[config.mk]
export PLATFORM = sky130hd
export DESIGN_NAME = tpat_sequencer
export DESIGN_NICKNAME = d
export VERILOG_FILES = /design/src/rtl/tpat_pkg.sv /design/src/rtl/tpat_down_cnt.sv /design/src/rtl/tpat_next_chan.sv /design/src/rtl/tpat_trig_timer.sv /design/src/rtl/tpat_sequencer.sv
export SDC_FILE = /design/constraint.sdc
export NUM_CORES = 1
export LEC_CHECK = 0
export CELL_PAD_IN_SITES_DETAIL_PLACEMENT = 2
export CELL_PAD_IN_SITES_GLOBAL_PLACEMENT = 2
export CORE_MARGIN = 2
export CORE_UTILIZATION = 42
export CTS_BUF_LIST = sky130_fd_sc_hd__clkbuf_8
export DETAILED_ROUTE_END_ITERATION = 6
export DONT_BUFFER_PORTS = 1
export GPL_TIMING_DRIVEN = 0
export PLACE_DENSITY = 0.92
export SETUP_SLACK_MARGIN = 0.15
export SLEW_MARGIN = 0
export SYNTH_ARGS = -nofsm -noshare
export SYNTH_HDL_FRONTEND = slang
export SYNTH_SLANG_ARGS = --single-unit
[constraint.sdc]
create_clock -name clk -period 9.9 [get_ports clk]
set_input_delay 0.99 -clock clk [delete_from_list [all_inputs] [get_ports clk]]
set_output_delay 0.99 -clock clk [all_outputs]
set_load 0.01 [all_outputs]
[src/rtl/tpat_pkg.sv]
`timescale 1ns/1ps
package tpat_pkg;

  typedef enum logic [3:0] {
    ST_IDLE,
    ST_SYNC,
    ST_TSRST,
    ST_A_PLS,
    ST_A_GAP,
    ST_B_PLS,
    ST_B_GAP,
    ST_C_PLS,
    ST_C_GAP,
    ST_DRAIN
  } tpat_state_e;

  // Smallest spacing between the two readout triggers, in cycles
  localparam int unsigned TRIG_MIN_SPACE = 2;

endpackage

[src/rtl/tpat_down_cnt.sv]
`timescale 1ns/1ps
module tpat_down_cnt #(
  parameter int CW = 16
) (
  input  logic          clk,
  input  logic          rst_n,
  input  logic          ld_i,
  input  logic [CW-1:0] ld_val_i,
  output logic          zero_o
);

  logic [CW-1:0] cnt_q, cnt_d;
  logic          cnt_en;

  assign cnt_en = ld_i || (cnt_q != '0);

  always_comb begin
    cnt_d = cnt_q;
    if (ld_i) begin
      cnt_d = ld_val_i;
    end else if (cnt_q != '0) begin
      cnt_d = cnt_q - 1'b1;
    end
  end

  always_ff @(posedge clk or negedge rst_n) begin
    if (!rst_n) begin
      cnt_q <= '0;
    end else if (cnt_en) begin
      cnt_q <= cnt_d;
    end
  end

  assign zero_o = (cnt_q == '0);

endmodule

[src/rtl/tpat_next_chan.sv]
`timescale 1ns/1ps
module tpat_next_chan #(
  parameter int NCH = 32,
  parameter int IW  = 5
) (
  input  logic [NCH-1:0] mask_i,
  input  logic [IW-1:0]  cur_i,
  output logic [IW-1:0]  first_idx_o,
  output logic           first_vld_o,
  output logic [IW-1:0]  next_idx_o,
  output logic           next_vld_o
);

  // Scan from the top so the lowest matching index is kept last
  always_comb begin
    first_idx_o = '0;
    first_vld_o = 1'b0;
    next_idx_o  = '0;
    next_vld_o  = 1'b0;
    for (int i = NCH - 1; i >= 0; i--) begin
      if (mask_i[i]) begin
        first_idx_o = IW'(i);
        first_vld_o = 1'b1;
        if (i > int'(cur_i)) begin
          next_idx_o = IW'(i);
          next_vld_o = 1'b1;
        end
      end
    end
  end

endmodule

[src/rtl/tpat_trig_timer.sv]
`timescale 1ns/1ps
module tpat_trig_timer
  import tpat_pkg::*;
#(
  parameter int CW = 16
) (
  input  logic          clk,
  input  logic          rst_n,
  input  logic          start_i,
  input  logic [CW-1:0] dly1_i,
  input  logic [CW-1:0] dly2_i,
  output logic          trig_o,
  output logic          done_o
);

  localparam int TW = CW + 1;

  logic [CW-1:0] space;
  logic [TW-1:0] t_q, t_d, end_q, end_d, first_q, first_d;
  logic          run_q, run_d, done_q, done_d;
  logic          upd_en;

  assign space   = (dly2_i < CW'(TRIG_MIN_SPACE)) ? CW'(TRIG_MIN_SPACE) : dly2_i;
  assign upd_en  = start_i || run_q;

  always_comb begin
    t_d     = t_q;
    end_d   = end_q;
    first_d = first_q;
    run_d   = run_q;
    done_d  = done_q;
    if (start_i) begin
      t_d     = '0;
      first_d = {1'b0, dly1_i};
      end_d   = {1'b0, dly1_i} + {1'b0, space};
      run_d   = 1'b1;
      done_d  = 1'b0;
    end else if (run_q) begin
      t_d = t_q + 1'b1;
      if (t_q == end_q) begin
        run_d  = 1'b0;
        done_d = 1'b1;
      end
    end
  end

  always_ff @(posedge clk or negedge rst_n) begin
    if (!rst_n) begin
      t_q     <= '0;
      end_q   <= '0;
      first_q <= '0;
      run_q   <= 1'b0;
      done_q  <= 1'b0;
    end else if (upd_en) begin
      t_q     <= t_d;
      end_q   <= end_d;
      first_q <= first_d;
      run_q   <= run_d;
      done_q  <= done_d;
    end
  end

  assign trig_o = run_q && ((t_q == first_q) || (t_q == end_q));
  assign done_o = done_q;

endmodule

[src/rtl/tpat_sequencer.sv]
`timescale 1ns/1ps
module tpat_sequencer
  import tpat_pkg::*;
#(
  parameter int NCH           = 32,
  parameter int CW            = 16,
  parameter int MIN_PULSE_CYC = 4
) (
  input  logic           clk,
  input  logic           rst_n,
  input  logic           en_i,
  input  logic           ack_i,
  input  logic [NCH-1:0] cfg_mask_i,
  input  logic [CW-1:0]  cfg_pulse_len_i,
  input  logic [CW-1:0]  cfg_gap_a_i,
  input  logic [CW-1:0]  cfg_gap_c_i,
  input  logic [CW-1:0]  cfg_trig_dly1_i,
  input  logic [CW-1:0]  cfg_trig_dly2_i,
  input  logic [CW-1:0]  cfg_ack_to_i,
  output logic [NCH-1:0] pulse_o,
  output logic           sync_req_o,
  output logic           ts_rst_o,
  output logic           trig_o,
  output logic           err_o
);

  localparam int IW = (NCH > 1) ? $clog2(NCH) : 1;

  // Reset: asserted at once, released after two clock edges
  logic rst_meta_q, rst_sync_n;
  always_ff @(posedge clk or negedge rst_n) begin
    if (!rst_n) begin
      rst_meta_q <= 1'b0;
      rst_sync_n <= 1'b0;
    end else begin
      rst_meta_q <= 1'b1;
      rst_sync_n <= rst_meta_q;
    end
  end

  tpat_state_e   state_q, state_d;
  logic [NCH-1:0] mask_q;
  logic [CW-1:0]  len_q, gap_a_q, gap_c_q;
  logic [IW-1:0]  ch_q, ch_d;
  logic           err_q, err_d;
  logic           cfg_en, ch_en;

  logic [CW-1:0]  len_eff, gap_a_eff, gap_c_eff, to_eff;
  logic           ld;
  logic [CW-1:0]  ld_val;
  logic           cnt_zero;
  logic [IW-1:0]  first_idx, next_idx;
  logic           first_vld, next_vld;
  logic           trig_done;

  assign len_eff   = (cfg_pulse_len_i < CW'(MIN_PULSE_CYC)) ? CW'(MIN_PULSE_CYC) : cfg_pulse_len_i;
  assign gap_a_eff = (cfg_gap_a_i == '0) ? CW'(1) : cfg_gap_a_i;
  assign gap_c_eff = (cfg_gap_c_i == '0) ? CW'(1) : cfg_gap_c_i;
  assign to_eff    = (cfg_ack_to_i == '0) ? CW'(1) : cfg_ack_to_i;

  assign cfg_en = (state_q == ST_SYNC) && ack_i;

  tpat_down_cnt #(.CW(CW)) dur_i (
    .clk      (clk),
    .rst_n    (rst_sync_n),
    .ld_i     (ld),
    .ld_val_i (ld_val),
    .zero_o   (cnt_zero)
  );

  tpat_next_chan #(.NCH(NCH), .IW(IW)) scan_i (
    .mask_i      (mask_q),
    .cur_i       (ch_q),
    .first_idx_o (first_idx),
    .first_vld_o (first_vld),
    .next_idx_o  (next_idx),
    .next_vld_o  (next_vld)
  );

  tpat_trig_timer #(.CW(CW)) trg_i (
    .clk     (clk),
    .rst_n   (rst_sync_n),
    .start_i (state_q == ST_TSRST),
    .dly1_i  (cfg_trig_dly1_i),
    .dly2_i  (cfg_trig_dly2_i),
    .trig_o  (trig_o),
    .done_o  (trig_done)
  );

  // Next-state logic
  always_comb begin
    state_d = state_q;
    ch_d    = ch_q;
    ch_en   = 1'b0;
    err_d   = err_q;
    ld      = 1'b0;
    ld_val  = '0;
    unique case (state_q)
      ST_IDLE: begin
        if (en_i) begin
          state_d = ST_SYNC;
          ld      = 1'b1;
          ld_val  = to_eff - 1'b1;
        end
      end
      ST_SYNC: begin
        if (ack_i) begin
          state_d = ST_TSRST;
          err_d   = 1'b0;
        end else if (cnt_zero) begin
          state_d = ST_IDLE;
          err_d   = 1'b1;
        end
      end
      ST_TSRST: begin
        if (first_vld) begin
          state_d = ST_A_PLS;
          ch_d    = first_idx;
          ch_en   = 1'b1;
          ld      = 1'b1;
          ld_val  = len_q - 1'b1;
        end else begin
          state_d = ST_DRAIN;
        end
      end
      ST_A_PLS, ST_B_PLS: begin
        if (cnt_zero) begin
          state_d = (state_q == ST_A_PLS) ? ST_A_GAP : ST_B_GAP;
          ld      = 1'b1;
          ld_val  = gap_a_q - 1'b1;
        end
      end
      ST_A_GAP: begin
        if (cnt_zero) begin
          ld     = 1'b1;
          ld_val = len_q - 1'b1;
          if (next_vld) begin
            state_d = ST_A_PLS;
            ch_d    = next_idx;
            ch_en   = 1'b1;
          end else begin
            state_d = ST_B_PLS;
          end
        end
      end
      ST_B_GAP: begin
        if (cnt_zero) begin
          state_d = ST_C_PLS;
          ch_d    = first_idx;
          ch_en   = 1'b1;
          ld      = 1'b1;
          ld_val  = len_q - 1'b1;
        end
      end
      ST_C_PLS: begin
        if (cnt_zero) begin
          state_d = ST_C_GAP;
          ld      = 1'b1;
          ld_val  = gap_c_q - 1'b1;
        end
      end
      ST_C_GAP: begin
        if (cnt_zero) begin
          if (next_vld) begin
            state_d = ST_C_PLS;
            ch_d    = next_idx;
            ch_en   = 1'b1;
            ld      = 1'b1;
            ld_val  = len_q - 1'b1;
          end else begin
            state_d = ST_DRAIN;
          end
        end
      end
      ST_DRAIN: begin
        if (trig_done) begin
          if (en_i) begin
            state_d = ST_SYNC;
            ld      = 1'b1;
            ld_val  = to_eff - 1'b1;
          end else begin
            state_d = ST_IDLE;
          end
        end
      end
      default: state_d = ST_IDLE;
    endcase
  end

  // Registers
  always_ff @(posedge clk or negedge rst_sync_n) begin
    if (!rst_sync_n) begin
      state_q <= ST_IDLE;
      err_q   <= 1'b0;
    end else begin
      state_q <= state_d;
      err_q   <= err_d;
    end
  end

  always_ff @(posedge clk or negedge rst_sync_n) begin
    if (!rst_sync_n) begin
      ch_q <= '0;
    end else if (ch_en) begin
      ch_q <= ch_d;
    end
  end

  always_ff @(posedge clk or negedge rst_sync_n) begin
    if (!rst_sync_n) begin
      mask_q  <= '0;
      len_q   <= CW'(MIN_PULSE_CYC);
      gap_a_q <= CW'(1);
      gap_c_q <= CW'(1);
    end else if (cfg_en) begin
      mask_q  <= cfg_mask_i;
      len_q   <= len_eff;
      gap_a_q <= gap_a_eff;
      gap_c_q <= gap_c_eff;
    end
  end

  // Output decode
  always_comb begin
    pulse_o = '0;
    if ((state_q == ST_A_PLS) || (state_q == ST_C_PLS)) begin
      pulse_o[ch_q] = 1'b1;
    end else if (state_q == ST_B_PLS) begin
      pulse_o = mask_q;
    end
  end

  assign sync_req_o = (state_q == ST_SYNC);
  assign ts_rst_o   = (state_q == ST_TSRST);
  assign err_o      = err_q;

endmodule

==> flow_results.xml <==
<?xml version="1.0" encoding="UTF-8"?>
<metrics>
  <group name="worst_setup_path">
    <metric name="critical-path-top-cell-by-count" unit="">sky130_fd_sc_hd__nor3_1</metric>
    <metric name="timing.critical_path.arrival" unit="ns">5.06</metric>
    <metric name="cp.depth" unit="">13</metric>
    <metric name="setup.reg_to_reg.worst_slack" unit="ns">5.85</metric>
    <metric name="critical_path.cell_chain" unit="">nor3_1, nand4_1, and2_1, ha_1, fa_1, a21o_1, a21o_1, a2111oi_0, nor4_1, nor3_1, o41ai_1, a2111oi_0, nor3_1</metric>
    <metric name="ff2ff_path_depth" unit="">9</metric>
    <metric name="crit_path_end_kind" unit="">register</metric>
    <metric name="r2r-start" unit="">state_q[0]</metric>
    <metric name="critical-path-max-stage-delay" unit="ns">0.99</metric>
    <metric name="worstSetupPathType" unit="">in -&gt; reg</metric>
    <metric name="path_delay_family" unit="">compound AO/OA/AOI/OAI gates</metric>
    <metric name="worstPathBufferInverterCount" unit="">0</metric>
    <metric name="critPathLaunch" unit="">cfg_trig_dly2_i[13]</metric>
    <metric name="crit_path_end" unit="">trg_i.end_q[16]</metric>
    <metric name="critical_path_peak_fanout" unit="">3</metric>
    <metric name="timing.rr.end" unit="">mask_q[20]</metric>
    <metric name="startpoint_type_of_the_worst_setup_path" unit="">primary input</metric>
    <metric name="crit_slowest_cell" unit="">sky130_fd_sc_hd__a2111oi_0</metric>
    <metric name="cp_data_required_time" unit="ns">10.27</metric>
  </group>
  <group name="synthesis">
    <metric name="top_flip_flop_cell_by_instance_count_after_synthesis" unit="">sky130_fd_sc_hd__dfrtp_1</metric>
    <metric name="synth_largest_type_area_fraction" unit="%">35.55</metric>
    <metric name="postSynthCellCount" unit="">1400</metric>
    <metric name="yosys.cell_types.count" unit="">96</metric>
    <metric name="syn_area_per_cell" unit="µm²">7.894</metric>
    <metric name="ys_async_sr_fraction" unit="%">100.0</metric>
    <metric name="synth_enable_flop_cells" unit="">0</metric>
    <metric name="synthesis.yosys.warnings" unit="">0</metric>
    <metric name="largest_area_contributor_in_the_netlist" unit="">sky130_fd_sc_hd__dfrtp_1</metric>
    <metric name="syn_nets" unit="">1556</metric>
    <metric name="mappedNetlistArea" unit="µm²">11050</metric>
    <metric name="postSynthRegisterBits" unit="">160</metric>
    <metric name="synth.area.top_cells" unit="">sky130_fd_sc_hd__dfrtp_1 36%, sky130_fd_sc_hd__nand2_1 13%, sky130_fd_sc_hd__xor2_1 6.0%, sky130_fd_sc_hd__xnor2_1 4.0%, sky130_fd_sc_hd__o21ai_0 3.8%</metric>
    <metric name="synth.yosys.seq_area_share" unit="%">36.26</metric>
  </group>
  <group name="cells_and_area">
    <metric name="antenna-diode-count" unit="">0</metric>
    <metric name="final_layout_size_suffix_gt1_share" unit="%">6.625</metric>
    <metric name="mostFrequentLayoutCell" unit="">sky130_fd_sc_hd__nand2_1</metric>
    <metric name="final.fill_count" unit="">3010</metric>
    <metric name="most-common-layout-cells" unit="">372 x sky130_fd_sc_hd__nand2_1, 156 x sky130_fd_sc_hd__dfrtp_1, 95 x sky130_fd_sc_hd__nor2_1, 84 x sky130_fd_sc_hd__o21ai_0, 76 x sky130_fd_sc_hd__xor2_1</metric>
    <metric name="flow.area_growth_from_synthesis" unit="%">7.845</metric>
    <metric name="fin_nets" unit="">1577</metric>
  </group>
  <group name="clock_network">
    <metric name="cts_resized" unit="">0</metric>
    <metric name="clk_path_buf_depth" unit="">2</metric>
    <metric name="root_buffer" unit="">sky130_fd_sc_hd__clkbuf_8</metric>
    <metric name="postCtsSetupBuffers" unit="">0</metric>
    <metric name="holdBufCountCts" unit="">0</metric>
    <metric name="number_of_buffers_inserted_during_clock_tree_synthesis" unit="">17</metric>
    <metric name="tritoncts" unit="">done</metric>
    <metric name="clk-insertion-delay-late" unit="ns">0.51</metric>
    <metric name="htreeDepth" unit="">4</metric>
    <metric name="clkSlewWorstSetupHoldPaths" unit="ns">0.12</metric>
    <metric name="number_of_sinks_driven_by_the_clock_tree" unit="">160</metric>
  </group>
  <group name="global_routing">
    <metric name="grt_overflow_total" unit="">0</metric>
    <metric name="global_route_wire_length_before_repair" unit="µm">75800</metric>
    <metric name="track_usage" unit="%">35.29</metric>
    <metric name="grt_antenna_before_repair" unit="">0</metric>
    <metric name="grt_pass1_vias" unit="">12770</metric>
    <metric name="grt_start_max_net_pins" unit="">60</metric>
  </group>
  <group name="floorplanning">
    <metric name="die_width" unit="µm">166.2</metric>
    <metric name="starting_density" unit="%">42.65</metric>
    <metric name="total_i_o_pin_count" unit="">168</metric>
    <metric name="floorplan.rows" unit="">59</metric>
    <metric name="floorplan.die_area" unit="µm²">27630</metric>
    <metric name="core-area" unit="µm²">25910</metric>
    <metric name="die_extent_in_y" unit="µm">166.2</metric>
  </group>
  <group name="routing">
    <metric name="routedWlPerCell" unit="µm">27.83</metric>
    <metric name="vias_per_cell" unit="">6.453</metric>
    <metric name="route.antenna.remaining_nets" unit="">0</metric>
    <metric name="drc" unit="">0</metric>
    <metric name="routed-via-count" unit="">11420</metric>
    <metric name="drt-total-wl" unit="µm">49220</metric>
    <metric name="detail_route.iter0.violations" unit="">807</metric>
    <metric name="drt-pass1-iter-count" unit="">5</metric>
  </group>
  <group name="sta">
    <metric name="fin_crit_sh" unit="%">47.41</metric>
    <metric name="max-slew-margin-rel" unit="%">23.68</metric>
    <metric name="post-route-min-period" unit="ns">4.694</metric>
    <metric name="fmax" unit="GHz">0.2130</metric>
    <metric name="worst_hold_slack" unit="ns">0.1542</metric>
    <metric name="clock-skew-final" unit="ns">0.03108</metric>
    <metric name="rsz0062_at_grt" unit="">no</metric>
    <metric name="setup_viol" unit="">0</metric>
    <metric name="setup-tns-final" unit="ns">0</metric>
    <metric name="finalHoldViolCount" unit="">0</metric>
    <metric name="worst_pin_slew" unit="ns">1.116</metric>
    <metric name="final_max_slew_viols" unit="">0</metric>
  </group>
  <group name="power_and_ir_drop">
    <metric name="clock_share_of_power" unit="%">13.4</metric>
    <metric name="pwr-share-seq" unit="%">36.2</metric>
    <metric name="power_switching_share" unit="%">52.34</metric>
    <metric name="p_leak" unit="µW">0.005255</metric>
    <metric name="power.internal" unit="µW">1863</metric>
    <metric name="power_switching" unit="µW">2046</metric>
    <metric name="power_density" unit="nW/µm²">328.0</metric>
    <metric name="vdd_drop_max" unit="µV">129.6</metric>
    <metric name="power.combinational.fraction" unit="%">50.4</metric>
  </group>
  <group name="run_status">
    <metric name="result_of_the_run" unit="">completed</metric>
  </group>
  <group name="min_path">
    <metric name="holdCritPathClass" unit="">in -&gt; async</metric>
  </group>
  <group name="placed_design">
    <metric name="placement.io_buffers" unit="">0</metric>
    <metric name="hpwlAfterDp" unit="µm">34280</metric>
    <metric name="gpl.final_weighted_congestion" unit="">0.9171</metric>
  </group>
  <group name="run">
    <metric name="max-cap-violations" unit="">0</metric>
  </group>
</metrics>
[power by group through the flow]
stage / clock (µW) / sequential, µW / combinational [µW]
2_1_floorplan: 0 / 1220 / 1320
3_3_place_gp: 0 / 1350 / 1690
3_5_place_dp: 0 / 1380 / 1850
4_1_cts: 524 / 1390 / 1940
5_1_grt: 551 / 1440 / 2130
6_report: 525 / 1420 / 1970
[synthesized netlist by cell type (9+ instances only)]
library cell	n
sky130_fd_sc_hd__or4_1	13
sky130_fd_sc_hd__clkbuf_1	57
sky130_fd_sc_hd__nor3_1	50
sky130_fd_sc_hd__o211ai_1	12
sky130_fd_sc_hd__a21oi_1	50
sky130_fd_sc_hd__xnor2_1	50
sky130_fd_sc_hd__a31oi_1	11
sky130_fd_sc_hd__xor2_1	76
sky130_fd_sc_hd__nor4_1	37
sky130_fd_sc_hd__ha_1	23
sky130_fd_sc_hd__buf_2	12
sky130_fd_sc_hd__nor2_1	95
sky130_fd_sc_hd__a21o_1	12
sky130_fd_sc_hd__nand2_1	372
sky130_fd_sc_hd__dfrtp_1	157
sky130_fd_sc_hd__inv_1	32
sky130_fd_sc_hd__o21ai_0	84
sky130_fd_sc_hd__o31ai_1	9
sky130_fd_sc_hd__nand4_1	12
sky130_fd_sc_hd__nand3_1	31
sky130_fd_sc_hd__a22o_1	9
[metal layers]
metal  part of all wire (%)  GRT usage [%]  vias to the layer above
met4                    4.3          15.52                        0
met2                     49          60.08                      509
met5                      0              0                        -
met3                    6.4          5.958                      138
met1                     40          44.23                     5853
li1                       -              -                     4916
[layout make-up]
type | count | area [µm²] | share of cell area [%]
Clock inverter | 13 | 127.6 | 1.071
Timing Repair Buffer | 2 | 55.05 | 0.4619
Buffer | 87 | 419.2 | 3.517
Multi-Input combinational cell | 1121 | 6505 | 54.58
Clock buffer | 19 | 261.5 | 2.194
Inverter | 32 | 120.1 | 1.008
Sequential cell | 160 | 4011 | 33.66
Tap cell | 335 | 419.2 | 3.517
[sequential cells by signal, summed over array words and instances, names as in the netlist, 4 cells and up]
register	cells
trg_i.t_q	17
ch_q	5
dur_i.cnt_q	16
len_q	16
gap_a_q	16
state_q	4
trg_i.first_q	16
gap_c_q	16
mask_q	32
trg_i.end_q	17
[worst min-delay path by stage]
| stage | cells past startpoint | end |
|---|---|---|
| 2_1_floorplan | 0 | rst_sync_n |
| 3_3_place_gp | 0 | rst_sync_n |
| 3_5_place_dp | 0 | rst_sync_n |
| 4_1_cts | 0 | rst_sync_n |
| 5_1_grt | 0 | rst_sync_n |
| 6_report | 0 | rst_sync_n |
[stage by stage]
step	area (µm²)	instances	utilization, %	setup slack [ns]	total power, µW
2_1_floorplan	11050	1400	-	5.117	2541
3_3_place_gp	11470	1735	44.27	3.058	3035
3_5_place_dp	11530	1737	44.50	4.936	3229
4_1_cts	11920	1769	46.00	5.259	3857
5_1_grt	11920	1769	46.00	5.103	4124
6_report	11920	1769	46.00	5.206	3910
[worst register-to-register path, stage by stage (launching register included)]
cell	delay [ns]
sky130_fd_sc_hd__dfrtp_1	0.37
sky130_fd_sc_hd__clkbuf_1	0.39
sky130_fd_sc_hd__nand2b_1	0.18
sky130_fd_sc_hd__nor3_1	0.69
sky130_fd_sc_hd__and2_1	0.23
sky130_fd_sc_hd__clkbuf_1	0.43
sky130_fd_sc_hd__clkbuf_1	0.75
sky130_fd_sc_hd__buf_1	0.68
sky130_fd_sc_hd__nand2_1	0.18
sky130_fd_sc_hd__nand2_1	0.09
[cells by family (layout without fill, tap and decap cells)]
group                    Yosys count  count (layout)  synth area share, %
adder cells (fa/ha/maj)           24              24                2.785
multiplexers                       7               7               0.6793
other                              1               1              0.03393
XOR/XNOR                         126             126                9.985
buffers and inverters            119             153                4.880
AO/OA/AOI/OAI                    287             287                17.67
flip-flops                       160             160                36.26
AND/OR/NAND/NOR                  676             676                27.70
Note: power is estimated with default switching activity, not from simulation.
